$ cat src/rtl/tally_pkg.sv
package tally_pkg;

    typedef enum logic {
        OUT_COMB = 1'b0,
        OUT_REG  = 1'b1
    } out_mode_e;

    // Bit set in the seed vector and in the reset value: "no inputs high".
    localparam int unsigned TALLY_BASE_LINE = 0;

endpackage

$ cat src/rtl/tally_stage.sv
module tally_stage #(
    parameter int unsigned W = 5
) (
    input  logic         sel,
    input  logic [W-1:0] prev,
    output logic [W-1:0] next
);
    // Bottom line has no lower neighbour: constant 0 when stepping up.
    assign next[0] = sel ? 1'b0 : prev[0];

    for (genvar i = 1; i < W; i++) begin : g_line
        assign next[i] = sel ? prev[i-1] : prev[i];
    end
endmodule

$ cat src/rtl/tally_chain.sv
module tally_chain
    import tally_pkg::*;
#(
    parameter int unsigned N = 4
) (
    input  logic [N-1:0] bits,
    output logic [N:0]   hot
);
    localparam int unsigned W = N + 1;
    localparam logic [W-1:0] SEED = W'(1) << TALLY_BASE_LINE;

    logic [W-1:0] tap [0:N];

    assign tap[0] = SEED;

    for (genvar k = 0; k < N; k++) begin : g_stage
        tally_stage #(.W(W)) u_stage (
            .sel  (bits[k]),
            .prev (tap[k]),
            .next (tap[k+1])
        );
    end

    assign hot = tap[N];
endmodule

$ cat src/rtl/tally_outreg.sv
module tally_outreg
    import tally_pkg::*;
#(
    parameter int unsigned W    = 5,
    parameter out_mode_e   MODE = OUT_REG
) (
    input  logic         clk,
    input  logic         rst,
    input  logic [W-1:0] d,
    output logic [W-1:0] q
);
    localparam logic [W-1:0] RESET_VAL = W'(1) << TALLY_BASE_LINE;

    if (MODE == OUT_REG) begin : g_reg
        always_ff @(posedge clk) begin
            if (rst) q <= RESET_VAL;
            else     q <= d;
        end
    end else begin : g_comb
        assign q = d;
    end
endmodule

$ cat src/rtl/steer_tally.sv
module steer_tally
    import tally_pkg::*;
#(
    parameter int unsigned N    = 4,
    parameter out_mode_e   MODE = OUT_REG
) (
    input  logic         clk,
    input  logic         rst,
    input  logic [N-1:0] bits_in,
    output logic [N:0]   onehot_out
);
    localparam int unsigned W = N + 1;

    logic [W-1:0] chain_hot;

    tally_chain #(.N(N)) u_chain (
        .bits (bits_in),
        .hot  (chain_hot)
    );

    tally_outreg #(.W(W), .MODE(MODE)) u_out (
        .clk (clk),
        .rst (rst),
        .d   (chain_hot),
        .q   (onehot_out)
    );

    if (MODE == OUT_REG) begin : g_chk_reg
        p_count_r1: assert property (@(posedge clk) disable iff (rst)
            !rst |=> onehot_out[$countones($past(bits_in))]);
        p_onehot_r2: assert property (@(posedge clk) disable iff (rst)
            !rst |=> ($countones(onehot_out) == 1));
        p_all_zero_r3: assert property (@(posedge clk) disable iff (rst)
            (!rst && bits_in == '0) |=> onehot_out[0]);
        p_all_ones_r4: assert property (@(posedge clk) disable iff (rst)
            (!rst && (&bits_in)) |=> onehot_out[N]);
        p_reset_zero_r7: assert property (@(posedge clk)
            rst |=> (onehot_out == W'(1)));
    end else begin : g_chk_comb
        p_count_r1: assert property (@(posedge clk) disable iff (rst)
            onehot_out[$countones(bits_in)]);
        p_onehot_r2: assert property (@(posedge clk) disable iff (rst)
            $countones(onehot_out) == 1);
        p_all_zero_r3: assert property (@(posedge clk) disable iff (rst)
            (bits_in == '0) |-> onehot_out[0]);
        p_all_ones_r4: assert property (@(posedge clk) disable iff (rst)
            (&bits_in) |-> onehot_out[N]);
    end
endmodule

$ cat config.mk
export PLATFORM = sky130hd
export DESIGN_NAME = steer_tally
export DESIGN_NICKNAME = d
export VERILOG_FILES = /design/src/rtl/tally_pkg.sv /design/src/rtl/tally_stage.sv /design/src/rtl/tally_chain.sv /design/src/rtl/tally_outreg.sv /design/src/rtl/steer_tally.sv
export SDC_FILE = /design/constraint.sdc
export NUM_CORES = 1
export LEC_CHECK = 0
export BUFFER_PORTS_ARGS = -buffer_cell sky130_fd_sc_hd__buf_2
export CORE_AREA = 3 3 40 42
export CTS_CLUSTER_SIZE = 24
export DETAILED_ROUTE_END_ITERATION = 10
export DIE_AREA = 0 0 43 45
export PLACE_DENSITY_LB_ADDON = 0.3
export SLEW_MARGIN = 20
export SYNTH_ARGS = -nofsm -noshare
export SYNTH_HDL_FRONTEND = slang
export SYNTH_SLANG_ARGS = --single-unit
$ cat constraint.sdc
create_clock -name clk -period 0.97 [get_ports clk]
set_input_delay 0.1455 -clock clk [delete_from_list [all_inputs] [get_ports clk]]
set_output_delay 0.1455 -clock clk [all_outputs]
set_load 0.1 [all_outputs]
==> results.sh <==
export IMPL_status="finished, final reports clean"
export IMPL_cts_setup_buffers=0
export IMPL_maxSlewViolCount=0
export IMPL_ant_nets=0
export IMPL_relSlewSlack_pct=87.6
export IMPL_grt_use_met1_pct=5.57
export IMPL_rsz0062_at_grt="false"
export IMPL_cp_endpoint="onehot_out[4]"
export IMPL_hold_path_class="in -> reg"
export IMPL_die_area_mm2=0.00194
export IMPL_vdd_drop_max_uv=333
export IMPL_wl_per_cell_um=8.40
export IMPL_grt_util_met3_pct=2.39
export IMPL_drt_iter0_markers=7
export IMPL_cts_buffer_depth=2
export IMPL_crit_chain="buf_12"
export IMPL_hold_buffers=0
export IMPL_postSynthAreaPerCell_um2=9.79
export IMPL_seq_area_frac_synth_pct=44.4
export IMPL_synth_area_leaders="dfxtp_1 (44%), ha_1 (11%), mux2_4 (6.7%)"
export IMPL_cpLargestDelayFamily="flip-flops"
export IMPL_firstDrtPassIters=2
export IMPL_htree_levels=1
export IMPL_stdcell_count=55
export IMPL_largest_register_ffs=5
export IMPL_drc=0
export IMPL_drive_gt1_share_pct=57.5
export IMPL_top_usage_layer="met2"
export IMPL_hold_viol_final=0
export IMPL_design_area_um2=424
export IMPL_cts_resized=0
export IMPL_largest_registers="u_out.q: 5 flops"
export IMPL_placed_cells=51
export IMPL_min_period_ns=0.879
export IMPL_largest_register="u_out.q"
export IMPL_async_flop_share_pct=0
export IMPL_coreArea_mm2=0.00128
export IMPL_die_w_um=43
export IMPL_vias=205
export IMPL_synth_area_um2=225
export IMPL_fin_ws_ns=0.0911
export IMPL_dieHeight_um=45
export IMPL_post_dp_cell_area_um2=398
export IMPL_cts_root_buffer="clkbuf_4"
export IMPL_diodes=0
export IMPL_rows=13
export IMPL_place_gp_congestion=0.738
export IMPL_cts_reportedPaths_clkPinSlew_ns=0.04
export IMPL_powerDensity_mw_per_mm2=1570
export IMPL_area_growth_pct=88.3
export IMPL_tns_ns=0
export IMPL_drt_total_wl_um=462
export IMPL_synth_seq_cells=5
export IMPL_grt_pass1_wl_um=717
export IMPL_synthFlopType="dfxtp_1"
export IMPL_cp_max_fo=1
export IMPL_portBuffers=10
export IMPL_cp_slowest_cell="dfxtp_2"
export IMPL_ys_types=14
export IMPL_setup_viol=0
export IMPL_synth_edf_count=0
export IMPL_place_ws_ns=-0.101
export IMPL_fin_crit_sh_pct=90.6
export IMPL_fmax_ghz=1.14
export IMPL_gr_total_overflow=0
export IMPL_cts_tree="built"
export IMPL_grt_pass1_vias=191
export IMPL_met2_usage_pct=7.49
export IMPL_crit_path_start_kind="flip-flop"
export IMPL_cp_startpoint="u_out.q[4]$_SDFF_PP0_"
export IMPL_num_nets_final=49
export IMPL_ioPinCount=11
export IMPL_synth_top_area_cell="dfxtp_1"
export IMPL_syn_nets=31
export IMPL_synth_cells=23
export IMPL_hold_start="rst"
export IMPL_crit_buf_inv=1
export IMPL_leakage_nw=0.201
export IMPL_worst_path_largest_cell_delay_ns=0.33
export IMPL_whs_ns=0.125
export IMPL_synth_common_cells="dfxtp_1 (5), nand2_1 (3), ha_1 (2), inv_1 (2), nor2_1 (2)"
export IMPL_yosysWarnings=0
export IMPL_grt_start_max_net_pins=6
export IMPL_antenna_found_initial=0
export IMPL_grt_use_total_pct=5.50
export IMPL_dp_hpwl_um=369
export IMPL_cp_arrival_ns=0.73
export IMPL_crit_path_end_kind="output port"
export IMPL_numCtsBuffers=3
export IMPL_cap_viol_max_count=0
export IMPL_required_ns=0.82
export IMPL_critPathKind="reg -> out"
export IMPL_critical_path_depth=1
export IMPL_via_per_inst=3.73
export IMPL_synth_most_common_cell="dfxtp_1"
export IMPL_worst_pin_slew_ns=0.186
export IMPL_synth_top_area_share_pct=44.4
export IMPL_start_util_pct=17.5
export IMPL_clkSinkCount=5
==> metrics by stage <==
stage,util [%],power (mW)
global route,33.0,0.693
detailed placement,31.0,0.440
global placement,31.0,0.439
finish,33.0,0.666
floorplan,-,0.352
CTS,33.0,0.681
==> final cells by class <==
class | count | area (um2)
flip-flops and latches | 5 | 106
inverters | 2 | 7.51
fillers | 131 | 861
multi-input cells | 16 | 118
well taps | 15 | 18.8
repair buffers | 13 | 148
clock buffers | 4 | 26.3
==> layout by cell type, fill, tap and decap left out <==
| cell | synthesis | final |
|---|---|---|
| ha_1 | 2 | 2 |
| buf_4 | 0 | 3 |
| xor2_1 | 1 | 1 |
| a22oi_1 | 1 | 1 |
| nor2_2 | 1 | 1 |
| nor2_1 | 2 | 2 |
| buf_2 | 0 | 5 |
| a21o_1 | 1 | 1 |
| buf_12 | 0 | 5 |
| mux2i_1 | 1 | 1 |
| nor3b_1 | 1 | 1 |
| clkbuf_4 | 0 | 3 |
| mux2_4 | 1 | 1 |
| dfxtp_2 | 0 | 5 |
| inv_1 | 2 | 2 |
| a31oi_1 | 1 | 1 |
| clkbuf_1 | 0 | 1 |
| nand3_1 | 1 | 1 |
| nand2_1 | 3 | 3 |
==> cell families after synthesis <==
family                   Yosys count  synth area share (%)
buffers and inverters              2                  3.33
XOR/XNOR                           1                  3.89
flip-flops                         5                  44.4
AO/OA/AOI/OAI                      3                  9.45
adder cells (fa/ha/maj)            2                  11.1
AND/OR/NAND/NOR                    8                  16.7
multiplexers                       2                  11.1
==> worst min-delay path by stage <==
| stage | to | cells past startpoint | slack (ns) |
|---|---|---|---|
| floorplan | u_out.q[3]$_SDFF_PP0_ | 1 | 0.20 |
| global placement | u_out.q[3]$_SDFF_PP0_ | 2 | 0.37 |
| detailed placement | u_out.q[3]$_SDFF_PP0_ | 2 | 0.37 |
| CTS | u_out.q[3]$_SDFF_PP0_ | 2 | 0.12 |
| global route | u_out.q[3]$_SDFF_PP0_ | 2 | 0.14 |
| finish | u_out.q[3]$_SDFF_PP0_ | 2 | 0.13 |
==> routing by layer <==
layer / up-vias / wire length (um)
li1: 110 / -
met1: 82 / 200
met2: 11 / 195
met3: 2 / 55
met4: 0 / 10
met5: - / 0
==> power by group <==
part	internal (mW)	switching [mW]	leakage (nW)
sequential	0.221	0.00880	0.0428
clock	0.155	0.0746	0.0150
combinational	0.0822	0.124	0.143
total	0.458	0.208	0.201
Power figures use the tool's default switching activity.
